$ cat src/rtl/rtc_pkg.sv
package rtc_pkg;
  localparam logic [7:0] OFF_HM   = 8'h00;
  localparam logic [7:0] OFF_SEC  = 8'h04;
  localparam logic [7:0] OFF_AHM  = 8'h08;
  localparam logic [7:0] OFF_ASEC = 8'h0C;
  localparam logic [7:0] OFF_CTL  = 8'h10;
  localparam logic [7:0] OFF_STAT = 8'h14;
  localparam logic [7:0] OFF_IEN  = 8'h18;
  localparam logic [7:0] OFF_DAY  = 8'h20;
  localparam logic [7:0] OFF_ADAY = 8'h24;

  localparam int BIT_ALARM = 2;
  localparam int BIT_SEC   = 4;
  localparam int BIT_HALF  = 7;
  localparam int BIT_TAP0  = 8;

  localparam logic [15:0] IMPL_MASK = 16'hFF94;

  // sub-second steps per second are 2**SUB_W; taps need SUB_W = 10
  localparam int SUB_W = 10;

  typedef struct packed {
    logic       one_hz;
    logic       two_hz;
    logic [7:0] tap;
  } tick_t;
endpackage

$ cat src/rtl/rtc_prescaler.sv
module rtc_prescaler
  import rtc_pkg::*;
#(
  parameter int RATE0 = 32768,
  parameter int RATE1 = 32000,
  parameter int RATE2 = 38400,
  parameter int ACC_W = 17
) (
  input  logic       clk,
  input  logic       rst,
  input  logic       run,
  input  logic       ref_tick,
  input  logic       restart,
  input  logic [1:0] sel,
  output tick_t      tick
);
  localparam logic [ACC_W-1:0] STEP = ACC_W'(2 ** SUB_W);

  logic [ACC_W-1:0] acc;
  logic [ACC_W-1:0] rate;
  logic [ACC_W-1:0] sum;
  logic [SUB_W-1:0] sub;
  logic [SUB_W-1:0] sub_nx;
  tick_t            tick_nx;

  always_comb begin
    case (sel)
      2'b01:   rate = ACC_W'(RATE1);
      2'b10:   rate = ACC_W'(RATE2);
      default: rate = ACC_W'(RATE0);
    endcase
  end

  assign sum    = acc + STEP;
  assign sub_nx = sub + 1'b1;

  assign tick_nx.one_hz = (sub_nx == '0);
  assign tick_nx.two_hz = (sub_nx[SUB_W-2:0] == '0);
  for (genvar j = 0; j < 8; j++) begin : g_tap
    assign tick_nx.tap[j] = (sub_nx[7-j:0] == '0);
  end

  always_ff @(posedge clk) begin
    if (rst) begin
      acc  <= '0;
      sub  <= '0;
      tick <= '0;
    end else begin
      tick <= '0;
      if (restart) begin
        acc <= '0;
        sub <= '0;
      end else if (run && ref_tick) begin
        if (sum >= rate) begin
          acc  <= sum - rate;
          sub  <= sub_nx;
          tick <= tick_nx;
        end else begin
          acc <= sum;
        end
      end
    end
  end

  AST_TAPS_ALIGNED: assert property (@(posedge clk) disable iff (rst)
    tick.one_hz |-> (tick.two_hz && (&tick.tap)));
  AST_HOLD_WHEN_OFF: assert property (@(posedge clk) disable iff (rst)
    (!run && !restart) |=> ($stable(sub) && $stable(acc)));
endmodule

$ cat src/rtl/rtc_timekeep.sv
module rtc_timekeep #(
  parameter int DAY_W = 16
) (
  input  logic             clk,
  input  logic             rst,
  input  logic             step,
  input  logic             wr_hm,
  input  logic             wr_sec,
  input  logic             wr_day,
  input  logic             wr_ahm,
  input  logic             wr_asec,
  input  logic             wr_aday,
  input  logic [15:0]      wdata,
  output logic [5:0]       sec,
  output logic [5:0]       min,
  output logic [4:0]       hour,
  output logic [DAY_W-1:0] day,
  output logic [5:0]       a_sec,
  output logic [5:0]       a_min,
  output logic [4:0]       a_hour,
  output logic [DAY_W-1:0] a_day,
  output logic             alarm_hit
);
  logic [5:0]       sec_n, min_n;
  logic [4:0]       hour_n;
  logic [DAY_W-1:0] day_n;
  logic             stepped;

  always_comb begin
    sec_n  = sec;
    min_n  = min;
    hour_n = hour;
    day_n  = day;
    if (step) begin
      if (sec >= 6'd59) begin
        sec_n = '0;
        if (min >= 6'd59) begin
          min_n = '0;
          if (hour >= 5'd23) begin
            hour_n = '0;
            day_n  = day + 1'b1;
          end else begin
            hour_n = hour + 1'b1;
          end
        end else begin
          min_n = min + 1'b1;
        end
      end else begin
        sec_n = sec + 1'b1;
      end
    end
  end

  always_ff @(posedge clk) begin
    if (rst) begin
      sec     <= '0;
      min     <= '0;
      hour    <= '0;
      day     <= '0;
      a_sec   <= '0;
      a_min   <= '0;
      a_hour  <= '0;
      a_day   <= '0;
      stepped <= 1'b0;
    end else begin
      sec     <= wr_sec ? wdata[5:0] : sec_n;
      min     <= wr_hm ? wdata[5:0] : min_n;
      hour    <= wr_hm ? wdata[12:8] : hour_n;
      day     <= wr_day ? wdata[DAY_W-1:0] : day_n;
      stepped <= step;
      if (wr_asec) a_sec <= wdata[5:0];
      if (wr_ahm) begin
        a_min  <= wdata[5:0];
        a_hour <= wdata[12:8];
      end
      if (wr_aday) a_day <= wdata[DAY_W-1:0];
    end
  end

  // compared once, in the cycle after the counters advance
  assign alarm_hit = stepped && (sec == a_sec) && (min == a_min) &&
                     (hour == a_hour) && (day == a_day);

  AST_SEC_WRAP: assert property (@(posedge clk) disable iff (rst)
    (step && !wr_sec && sec == 6'd59) |=> (sec == 6'd0));
  AST_DAY_CARRY: assert property (@(posedge clk) disable iff (rst)
    (step && !wr_sec && !wr_hm && !wr_day && sec == 6'd59 && min == 6'd59 && hour >= 5'd23)
    |=> (day == $past(day) + 1'b1 && hour == 5'd0));
  AST_ALARM_SINGLE: assert property (@(posedge clk) disable iff (rst)
    alarm_hit |=> !alarm_hit);
endmodule

$ cat src/rtl/rtc_irq.sv
module rtc_irq #(
  parameter logic [15:0] IMPL = 16'hFF94
) (
  input  logic        clk,
  input  logic        rst,
  input  logic [15:0] set_vec,
  input  logic        wr_stat,
  input  logic        wr_ien,
  input  logic [15:0] wdata,
  output logic [15:0] status,
  output logic [15:0] enable,
  output logic        irq
);
  logic [15:0] clr_vec;

  assign clr_vec = wr_stat ? wdata : '0;

  always_ff @(posedge clk) begin
    if (rst) begin
      status <= '0;
      enable <= '0;
      irq    <= 1'b0;
    end else begin
      status <= ((status & ~clr_vec) | set_vec) & IMPL;
      if (wr_ien) enable <= wdata & IMPL;
      irq <= |(status & enable);
    end
  end

  AST_SET_BEATS_CLEAR: assert property (@(posedge clk) disable iff (rst)
    (set_vec != '0) |=> ((status & $past(set_vec & IMPL)) == $past(set_vec & IMPL)));
  AST_IRQ_QUIET: assert property (@(posedge clk) disable iff (rst)
    ((status & enable) == '0) |=> !irq);
  AST_UNIMPL_ZERO: assert property (@(posedge clk) disable iff (rst)
    ((status & ~IMPL) == '0));
endmodule

$ cat src/rtl/rtc_calendar.sv
module rtc_calendar
  import rtc_pkg::*;
#(
  parameter int RATE0  = 32768,
  parameter int RATE1  = 32000,
  parameter int RATE2  = 38400,
  parameter int DAY_W  = 16,
  parameter int ADDR_W = 6
) (
  input  logic              clk,
  input  logic              rst,
  input  logic              ref_tick,
  input  logic              wr_en,
  input  logic              rd_en,
  input  logic [ADDR_W-1:0] addr,
  input  logic [15:0]       wdata,
  output logic [15:0]       rd_data,
  output logic              irq
);
  localparam int RMAX01 = (RATE0 > RATE1) ? RATE0 : RATE1;
  localparam int RMAX   = (RMAX01 > RATE2) ? RMAX01 : RATE2;
  localparam int ACC_W  = $clog2(RMAX) + 2;

  logic             run;
  logic [1:0]       sel;
  logic             wr_hm, wr_sec, wr_ahm, wr_asec, wr_ctl, wr_stat, wr_ien, wr_day, wr_aday;
  tick_t            tick, tick_g;
  logic [5:0]       sec, min, a_sec, a_min;
  logic [4:0]       hour, a_hour;
  logic [DAY_W-1:0] day, a_day;
  logic             alarm_hit;
  logic [15:0]      set_vec, status, enable, rd_nx;

  assign wr_hm   = wr_en && (addr == ADDR_W'(OFF_HM));
  assign wr_sec  = wr_en && (addr == ADDR_W'(OFF_SEC));
  assign wr_ahm  = wr_en && (addr == ADDR_W'(OFF_AHM));
  assign wr_asec = wr_en && (addr == ADDR_W'(OFF_ASEC));
  assign wr_ctl  = wr_en && (addr == ADDR_W'(OFF_CTL));
  assign wr_stat = wr_en && (addr == ADDR_W'(OFF_STAT));
  assign wr_ien  = wr_en && (addr == ADDR_W'(OFF_IEN));
  assign wr_day  = wr_en && (addr == ADDR_W'(OFF_DAY));
  assign wr_aday = wr_en && (addr == ADDR_W'(OFF_ADAY));

  always_ff @(posedge clk) begin
    if (rst) begin
      run <= 1'b0;
      sel <= 2'b00;
    end else if (wr_ctl) begin
      run <= wdata[7];
      sel <= wdata[6:5];
    end
  end

  rtc_prescaler #(
    .RATE0(RATE0), .RATE1(RATE1), .RATE2(RATE2), .ACC_W(ACC_W)
  ) u_pre (
    .clk(clk), .rst(rst), .run(run), .ref_tick(ref_tick),
    .restart(wr_sec || wr_ctl), .sel(sel), .tick(tick)
  );

  assign tick_g = run ? tick : '0;

  rtc_timekeep #(.DAY_W(DAY_W)) u_time (
    .clk(clk), .rst(rst), .step(tick_g.one_hz),
    .wr_hm(wr_hm), .wr_sec(wr_sec), .wr_day(wr_day),
    .wr_ahm(wr_ahm), .wr_asec(wr_asec), .wr_aday(wr_aday),
    .wdata(wdata),
    .sec(sec), .min(min), .hour(hour), .day(day),
    .a_sec(a_sec), .a_min(a_min), .a_hour(a_hour), .a_day(a_day),
    .alarm_hit(alarm_hit)
  );

  always_comb begin
    set_vec = '0;
    set_vec[BIT_ALARM] = alarm_hit;
    set_vec[BIT_SEC]   = tick_g.one_hz;
    set_vec[BIT_HALF]  = tick_g.two_hz;
    set_vec[BIT_TAP0 +: 8] = tick_g.tap;
  end

  rtc_irq #(.IMPL(IMPL_MASK)) u_irq (
    .clk(clk), .rst(rst), .set_vec(set_vec), .wr_stat(wr_stat),
    .wr_ien(wr_ien), .wdata(wdata), .status(status), .enable(enable), .irq(irq)
  );

  always_comb begin
    rd_nx = '0;
    if (addr == ADDR_W'(OFF_HM))        rd_nx = {3'b0, hour, 2'b0, min};
    else if (addr == ADDR_W'(OFF_SEC))  rd_nx = {10'b0, sec};
    else if (addr == ADDR_W'(OFF_AHM))  rd_nx = {3'b0, a_hour, 2'b0, a_min};
    else if (addr == ADDR_W'(OFF_ASEC)) rd_nx = {10'b0, a_sec};
    else if (addr == ADDR_W'(OFF_CTL))  rd_nx = {8'b0, run, sel, 5'b0};
    else if (addr == ADDR_W'(OFF_STAT)) rd_nx = status;
    else if (addr == ADDR_W'(OFF_IEN))  rd_nx = enable;
    else if (addr == ADDR_W'(OFF_DAY))  rd_nx = 16'(day);
    else if (addr == ADDR_W'(OFF_ADAY)) rd_nx = 16'(a_day);
  end

  always_ff @(posedge clk) begin
    if (rst)        rd_data <= '0;
    else if (rd_en) rd_data <= rd_nx;
  end

  AST_RUN_READBACK: assert property (@(posedge clk) disable iff (rst)
    (wr_ctl && wdata[7]) |=> run);
endmodule

$ cat config.mk
export PLATFORM = sky130hd
export DESIGN_NAME = rtc_calendar
export DESIGN_NICKNAME = d
export VERILOG_FILES = /design/src/rtl/rtc_pkg.sv /design/src/rtl/rtc_prescaler.sv /design/src/rtl/rtc_timekeep.sv /design/src/rtl/rtc_irq.sv /design/src/rtl/rtc_calendar.sv
export SDC_FILE = /design/constraint.sdc
export NUM_CORES = 1
export LEC_CHECK = 0
export BUFFER_PORTS_ARGS = -buffer_cell sky130_fd_sc_hd__buf_2
export CAP_MARGIN = 0
export CORE_MARGIN = 1
export CORE_UTILIZATION = 50
export CTS_BUF_LIST = sky130_fd_sc_hd__clkbuf_8
export DETAILED_ROUTE_END_ITERATION = 16
export GPL_TIMING_DRIVEN = 0
export PLACE_DENSITY = 0.67
export SETUP_SLACK_MARGIN = 0.1
export SYNTH_ARGS = -nofsm -noshare
export SYNTH_HDL_FRONTEND = slang
export SYNTH_SLANG_ARGS = --single-unit
$ cat constraint.sdc
create_clock -name clk -period 3.63 [get_ports clk]
set_input_delay 0.1815 -clock clk [delete_from_list [all_inputs] [get_ports clk]]
set_output_delay 0.1815 -clock clk [all_outputs]
set_load 0.02 [all_outputs]
==> results of run 1 <==
-- worst register-to-register path: cells and delay by family, from the launching register on --
| family | cells | cell delay [ns] |
|---|---|---|
| simple gates | 7 | 1.53 |
| fa+ha+maj | 2 | 0.64 |
| flops | 1 | 0.46 |
| compound gates | 1 | 0.24 |
| xor+xnor | 1 | 0.20 |
-- cells in the final DEF (no fill, tap or decap), types with 9 or more instances in the layout --
cell type,netlist,routed
sky130_fd_sc_hd__nor4_1,9,9
sky130_fd_sc_hd__buf_2,6,44
sky130_fd_sc_hd__xnor2_1,19,19
sky130_fd_sc_hd__mux2i_1,24,24
sky130_fd_sc_hd__inv_1,19,20
sky130_fd_sc_hd__clkbuf_1,49,49
sky130_fd_sc_hd__a211oi_1,26,26
sky130_fd_sc_hd__nand4_1,11,11
sky130_fd_sc_hd__o21ai_0,33,33
sky130_fd_sc_hd__a31oi_1,9,9
sky130_fd_sc_hd__a22oi_1,10,10
sky130_fd_sc_hd__a21oi_1,72,71
sky130_fd_sc_hd__clkbuf_8,0,17
sky130_fd_sc_hd__ha_1,17,17
sky130_fd_sc_hd__xor2_1,49,49
sky130_fd_sc_hd__nand2_1,98,98
sky130_fd_sc_hd__and3_1,13,13
sky130_fd_sc_hd__a221oi_1,10,10
sky130_fd_sc_hd__nor3_1,23,23
sky130_fd_sc_hd__dfxtp_1,139,139
sky130_fd_sc_hd__nand3_1,45,45
sky130_fd_sc_hd__nor2_1,119,119
-- cell type report --
class / count / area, um2
buffer: 66 / 288
clock buffer: 17 / 234
clock inverter: 15 / 151
fill: 1428 / 6280
inverter: 19 / 71.3
multi-input combinational: 711 / 4470
sequential: 139 / 2780
tap: 184 / 230
timing repair buffer: 39 / 200
-- synth_stat cells (17+ instances only) --
| library cell | n | area share (%) |
|---|---|---|
| sky130_fd_sc_hd__o21ai_0 | 33 | 2.2 |
| sky130_fd_sc_hd__ha_1 | 17 | 2.8 |
| sky130_fd_sc_hd__xnor2_1 | 19 | 2.2 |
| sky130_fd_sc_hd__nand2_1 | 98 | 4.8 |
| sky130_fd_sc_hd__nand3_1 | 45 | 3.0 |
| sky130_fd_sc_hd__mux2i_1 | 24 | 3.2 |
| sky130_fd_sc_hd__a211oi_1 | 26 | 2.6 |
| sky130_fd_sc_hd__dfxtp_1 | 139 | 37 |
| sky130_fd_sc_hd__a21oi_1 | 72 | 4.7 |
| sky130_fd_sc_hd__clkbuf_1 | 49 | 2.4 |
| sky130_fd_sc_hd__xor2_1 | 49 | 5.6 |
| sky130_fd_sc_hd__nor2_1 | 119 | 5.9 |
| sky130_fd_sc_hd__nor3_1 | 23 | 1.5 |
| sky130_fd_sc_hd__inv_1 | 19 | 0.94 |
-- state kept, by name, summed over array words and instances, names as in the netlist --
name            count
u_time.day         16
u_time.sec          6
run                 1
u_irq.status       11
rd_data            16
u_time.a_hour       5
u_pre.tick         10
sel                 2
u_time.min          6
u_irq.irq           1
u_time.stepped      1
u_pre.acc          10
u_time.hour         5
u_time.a_day       16
u_irq.enable       11
u_time.a_min        6
u_time.a_sec        6
u_pre.sub          10
-- kinds of logic after synthesis --
logic type | after synthesis | synth area share [%]
AO/OA/AOI/OAI | 223 | 19.5
XOR/XNOR | 68 | 7.83
adder cells (fa/ha/maj) | 18 | 3.06
buffers and inverters | 85 | 4.72
flip-flops | 139 | 36.6
multiplexers | 34 | 5.08
AND/OR/NAND/NOR | 368 | 23.3
-- through the flow --
stage | setup slack, ns | hold WS (ns) | instance area, um2
after floorplan | 0.988 | 0.317 | 7600
after global placement | 0.268 | 0.458 | 8020
after detailed placement | 0.304 | 0.457 | 8020
after CTS | 0.279 | 0.00524 | 8420
after global routing | 0.202 | 0.00418 | 8420
final | 0.488 | 0.0186 | 8420
-- layer usage --
layer  part of all wire [%]  wire length (um)  track usage [%]
met1                     43              9760             38.2
met2                     46             10500             47.3
met3                    8.0              1830             6.46
met4                    3.6               823             12.7
met5                      0                 0                0
-- worst max-delay path by stage --
stage / slack, ns / start / end / cells past startpoint
2_1_floorplan: 0.99 / u_pre.acc[10] / u_pre.acc[16] / 11
3_3_place_gp: 0.27 / u_pre.acc[10] / u_pre.acc[16] / 11
3_5_place_dp: 0.30 / u_pre.acc[10] / u_pre.acc[16] / 11
4_1_cts: 0.28 / u_pre.acc[10] / u_pre.acc[16] / 11
5_1_grt: 0.20 / u_pre.acc[10] / u_pre.acc[16] / 11
6_report: 0.49 / u_pre.acc[10] / u_pre.tick[1] / 11
-- what timing repair did --
item                                   CTS  global route
resized for setup                        0             1
hold buffers                             1             0
setup endpoints to repair                0             2
endpoints found under the hold margin    1             0
-- report_power, final --
group          leakage (nW)  internal [mW]  total (mW)  switching [mW]
combinational          1.83         0.0666       0.229           0.163
sequential             1.12           1.54        1.55          0.0103
clock                 0.185          0.606        1.24           0.637
==> run summary, run 1 <==
The flow ran to the end, and the final reports show no timing, DRC or antenna violations. The prevailing post-synth register cell was sky130_fd_sc_hd__dfxtp_1. The number of nets handed over by synthesis was 980. The share of flip-flops with an asynchronous set or reset after synthesis works out to 0%. The finished layout holds 1190 standard cells, fillers aside. The count of cells along the worst hold path is 3. The arrival time of data at the critical path endpoint was 3.54 ns; the setup TNS after final layout was 0 ns. The number of flops mapped to enable cells by yosys came out at 0. Maximum vdd ir drop: 298 uV. The total power per unit cell area was 358 mW/mm2. The number of input and output port buffers inserted came out at 38.

The portion of the clock cycle consumed by the worst path in the final layout works out to 86.6%. The post-synthesis register bit count was 139; the maximum number of pins on one net before global-route repair was 17. Max-cap violations in this run came to 0. The mean post-synth cell area was 8.13 um2; the signed area change from the synthesized netlist to the final layout was 10.8%. The routed via count divided by cell count is 6.01.

Timing would allow up to 318 MHz. Clock-pin slew was measured on the worst setup and hold paths at 0.08 ns. The maximum fanout along the worst path works out to 7. The number of setup buffers added after CTS is 0.

The data required time at the worst endpoint is 4.02 ns. The largest individual stage delay along the critical path comes from the cell sky130_fd_sc_hd__dfxtp_1. The placeable core region is 0.0147 mm2, and the leftover overflow at the end of global routing is 0. The total routing usage reported by global routing is 29.5%. Traced cell by cell, the critical path runs through ha_1, nand3_1, xnor2_1, ha_1, nand2_1, o21ai_0, and3b_1, nand2_1, nand2_1, or3_1, nor3_1.

The count of nets left with antenna violations once routing finished came out at 0. The run gives 0 as the number of failing hold endpoints at the final stage. The detail-routed net length per standard cell was 19.3 um; the post-layout total power was 3.02 mW.

Counting along the longest clock path gives a buffer depth of 2. 44 I/O pins were placed. TritonCTS created 17 clock buffers. In this run the clock root is driven by a sky130_fd_sc_hd__clkbuf_8. The worst setup path is captured at a flip-flop. Measured against its own limit, the worst slew margin works out to 37.5%. The path with the worst hold slack has its endpoint at u_time.a_day[14]. In this run the most critical hold path is launched from wdata[14]. Counting stages on the worst path, the most repeated cell is sky130_fd_sc_hd__nand2_1.

The number of antenna diodes in the final layout is 0. The logs give 0.49 ns for the setup slack of the most critical reg-to-reg path and 3.14 nW for the reported leakage power. The vertical extent of the die was 125 um; the detailed-route DRC error count was 0.

The worst setup path category was reg -> reg. The warning count from the yosys run came out at 0. The tools report the number of max-slew violations in the final report as 0. Worst-case clock skew: 0.0151 ns. Summed over all nets, the half-perimeter wirelength after detailed placement is 17100 um. The cell family contributing the most delay on the critical path is simple AND/OR/NAND/NOR gates. The first detailed-routing pass took 8 iterations. The final core area utilization was 57.3%; the detailed-route wire length was 23000 um. The actual transition at the worst max-transition pin came out at 0.934 ns. The startpoint identified for the worst register-to-register timing path is u_pre.acc[10]. The stage delay of the slowest cell on the critical path is 0.46 ns. Counting cells, the worst reg-to-reg path comes to 11. The initial utilization of the core area, before any placement, comes to 51.7%. The worst path buffer plus inverter count works out to 0. In the final layout, the share of cells above drive strength 1 is 11.0%.

The horizontal die dimension came out at 125 um. The startpoint type of the worst setup path is a flip-flop. For this block, the initial DRC count from the detailed router was 784. The number of nets in the finished design is 1038. The run gives 0 as the final count of negative-setup-slack endpoints.

The tree built by TritonCTS fans out to 139 sinks. The count of different cell masters after synthesis is 68. The via count of the first global-routing pass was 6344.

Synthesis produced 935 cells. For this block, the via count after detailed routing is 7147. TritonCTS built the clock tree. The global-route wire length before repair is 35400 um.

The die footprint is 0.0157 mm2, and the global placement routability congestion is 0.962. The run gives 4 as the maximum level of the CTS H-tree. Setup repair after global routing left no endpoint under its margin. In this run, placement finished with an instance count of 1157. The endpoint identified for the worst register-to-register timing path is u_pre.tick[1].

For the initial antenna violation count, the log shows 0. In this run the worst hold path is classified as in -> reg. In this run the cell area of the synthesized design comes to 0.00760 mm2.

The row count was 44. Sequential elements use 36.6% of the synthesized area. The worst path in the final design needs a cycle of 3.14 ns, including I/O delays and setup. The insertion delay to the later sink of the worst-skew pair was 0.47 ns.
Note: power is estimated with default switching activity, not from simulation.
==> run 2: changes to the inputs <==
Settings changed: CORE_UTILIZATION 50 to 61, CTS_BUF_LIST sky130_fd_sc_hd__clkbuf_8 to default, PLACE_DENSITY 0.67 to 0.8, REMOVE_ABC_BUFFERS from default to 1.
==> run 2 against run 1 <==
  * Routed wire length is 10% lower
  * Combinational power is 9.6% lower
  * Global-route usage is 3.3 points higher
  * Sequential share of layout area hardly changed
  * First-iteration DRC count is 3.6% higher
  * Critical endpoint is now u_pre.acc[16]
  * Largest cell class unchanged
==> run summary, run 2 (same netlist as run 1, synthesis figures left out) <==
The flow ran to the end, and the final reports show no timing, DRC or antenna violations. Detailed-route DRC error count: 0 (unchanged). The critical path in this run is classified as reg -> reg. The cell area after placement is 0.00782 mm2 (-2.5%), and the final hold slack is 0.0392 ns (+0.0205 ns). The worst-case setup margin in the final layout is 0.394 ns (-0.0943 ns). The insertion delay to the later sink of the worst-skew pair is 0.43 ns (-0.04 ns). The tree is rooted in a sky130_fd_sc_hd__clkbuf_16. The vertical extent of the die works out to 114 um (-9.3%). The tools report the number of search-and-repair iterations in the first detailed-routing pass as 5 (-3). The leftover overflow at the end of global routing was 0 (unchanged).

The I/O pin count came out at 44 (unchanged). Setup repair after global routing left no endpoint under its margin. The dominant cell type by count on the critical path is sky130_fd_sc_hd__ha_1. TritonCTS built the clock tree. The final instance count without filler cells was 1116 (-6.2%).

The final count of negative-setup-slack endpoints was 0 (unchanged). Critical path startpoint: u_pre.acc[10]. The buffer levels on the longest clock path was 2 (unchanged).

The die footprint was 0.0129 mm2 (-18%). The detail-routed net length per standard cell was 18.5 um (-4.3%); the number of sinks handled by clock tree synthesis was 139 (unchanged). The remaining antenna violation count came out at 0 (unchanged). The time the worst path needs with I/O delays and setup is 3.24 ns (+0.0943 ns). The tools report the clock share of power as 49.5% (+8.3 points). The worst slack at placement was 0.0857 ns (-0.218 ns).

The routed via count divided by cell count is 6.34 (+5.6%). For the maximum number of pins on one net before global-route repair, the log shows 74 (+57). The logs give 0 (unchanged) for the number of max-slew violations in the final report and 0.858 mW (+5.9%) for the switching power summed over all nets. The largest registers in the layout are rd_data: 16 flops, u_time.a_day: 16 flops, u_time.day: 16 flops.

For the setup slack of the most critical reg-to-reg path, the log shows 0.39 ns (-0.09 ns). On the critical path the largest part of the delay comes from compound AO/OA/AOI/OAI gates. Portion of the clock cycle consumed by the worst path in the final layout: 89.2% (+2.6 points). The tools report the first-iteration detailed-routing DRC count as 812 (+3.6%).

The data required time at the worst endpoint was 3.97 ns (-0.05 ns). The run gives 7079 (-0.95%) as the number of vias in the routed layout. The number of input and output port buffers inserted works out to 43 (+13%).

Path length in cells of the critical path: 11 (unchanged). The global placement routability congestion is 0.880 (-8.5%), and the effective utilization at floorplan is 63.0% (+11 points). The startpoint type of the worst setup path is a flip-flop.

The worst path buffer plus inverter count was 0 (unchanged); the post-layout total power was 3.49 mW (+16%). The fraction of power consumed by sequential logic came out at 44.6% (-6.6 points). The worst register-to-register path ends at u_pre.acc[16]. The signed area change from the synthesized netlist to the final layout is 10.8% (about the same). Worst-path cell with the longest stage delay: sky130_fd_sc_hd__a21oi_2. The run gives 0 (-1) as the quantity of hold-fixing buffers added after cts.

For the number of nets in the finished design, the log shows 980 (-5.6%). The global-route wire length before repair came out at 32600 um (-7.9%). The final non-filler cell area was 0.00842 mm2 (about the same).

Leaving out fill and tap cells, the most frequent cell in the layout is sky130_fd_sc_hd__dfxtp_1. The actual transition at the worst max-transition pin works out to 1.22 ns (+0.290 ns). The endpoint class of the critical path was a flip-flop. The stage delay of the slowest cell on the critical path was 0.63 ns (+0.17 ns); the worst-case clock skew was 0.00903 ns (-0.00607 ns).

The total power per unit cell area is 414 mW/mm2 (+16%). In this run the worst hold path is classified as in -> reg. The horizontal die dimension is 114 um (-9.3%), and the total clock buffers created by CTS is 17 (unchanged). The tools report the row count as 40 (-9.1%). Walking the worst path, the cells encountered are ha_1, nand3_1, xnor2_1, ha_1, nand2_1, o21ai_0, and3b_1, a21oi_2, nor2b_1, nor2_1, a311oi_1.

For the number of failing hold endpoints at the final stage, the log shows 0 (unchanged). The logs give 6377 (+0.52%) for the via count of the first global-routing pass and 1017 (-29%) for the number of fill cells in the layout. The headroom to the max-slew limit was 18.0% (-19 points); the fraction of final layout cells sized beyond drive strength 1 was 11.5% (+0.46 points). The run gives 309 MHz (-2.9%) as the maximum clock rate. For the placeable core region, the log shows 0.0121 mm2 (-18%).

The start of the worst register-to-register path is u_pre.acc[10]. For the detailed-route wire length, the log shows 20600 um (-10%). The tools report the max-capacitance violation count as 0 (unchanged). The initial antenna violation count was 0 (unchanged); the number of cells on the worst reg-to-reg path was 11 (unchanged).

Leaving out fill and tap cells, the most frequent cells in the layout are sky130_fd_sc_hd__dfxtp_1, sky130_fd_sc_hd__nor2_1, sky130_fd_sc_hd__nand2_1, sky130_fd_sc_hd__a21oi_1, sky130_fd_sc_hd__xor2_1. The maximum level of the CTS H-tree was 4 (unchanged); the detailed placement HPWL was 13600 um (-21%). The switching part of the total power is 24.6% (-2.2 points), and the maximum vdd ir drop is 367 uV (+23%).

The share of total power in combinational logic is 5.9% (-1.7 points). The count of inserted antenna diode cells was 0 (unchanged). The placed cell count was 1084 (-6.3%); the arrival time of data at the critical path endpoint was 3.58 ns (+0.04 ns).

The run gives 32.8% (+3.3 points) as the total routing usage reported by global routing. The reported leakage power is 3.12 nW (-0.53%), and the clock input transition at the sequential cells of the worst setup and hold paths is 0.06 ns (-0.02 ns). The tools report the end point of the critical path as u_pre.acc[16].

The internal power consumption was 2.63 mW (+19%). The maximum fanout along the worst path works out to 17 (+10).
## run 2: metal layers
metal	track usage [%]	vias to the layer above	share of wire [%]
li1	-	3371	-
met1	41.8	3337	43
met2	50.1	304	46
met3	7.60	67	7.5
met4	20.5	0	4.4
met5	0	-	0
## run 2: power by group through the flow
stage | clock (mW) | sequential (mW) | combinational, mW
after floorplan | 0 | 1.59 | 0.0797
after global placement | 0 | 1.59 | 0.194
after detailed placement | 0 | 1.59 | 0.200
after CTS | 1.74 | 1.55 | 0.203
after global routing | 1.82 | 1.56 | 0.221
final | 1.73 | 1.56 | 0.207
## run 2: worst reg2reg max path: cells and delay by family (launching register included)
kind                       cells  cell delay (ns)
AOI/OAI and AO/OA              3             1.08
and+or+nand+nor                5             0.80
DFF                            1             0.43
xor gates and xnor gates       1             0.19
adders and majority gates      2             0.63
## run 2: stage by stage
stage | TNS [ns] | utilization, %
detailed placement | 0 | 64.9
finish | 0 | 69.8
global placement | -15.63 | 64.2
floorplan | 0 | -
global route | 0 | 69.8
CTS | 0 | 69.8
## run 2: worst min-delay path by stage
stage                       to       start  cells after the start
3_3_place_gp        rd_data[4]  rd_data[4]                      2
4_1_cts        u_time.a_day[6]    wdata[6]                      3
5_1_grt        u_time.a_day[6]    wdata[6]                      3
6_report                sel[1]    wdata[6]                      3
2_1_floorplan       rd_data[2]         rst                      1
3_5_place_dp        rd_data[2]  rd_data[2]                      2
## run 2: cell type report
cell class	instances	area (um2)	area share, %
Clock inverter	13	145	1.72
Inverter	19	71.3	0.847
Tap cell	168	210	2.50
Timing Repair Buffer	47	289	3.43
Multi-Input combinational cell	711	4480	53.2
Clock buffer	19	443	5.26
Sequential cell	139	2780	33.0
## run 2: what timing repair did
item	in CTS	in global routing
resized for setup	1	1
buffers inserted	0	0
pin swaps	0	0
endpoints found under the setup margin	3	7
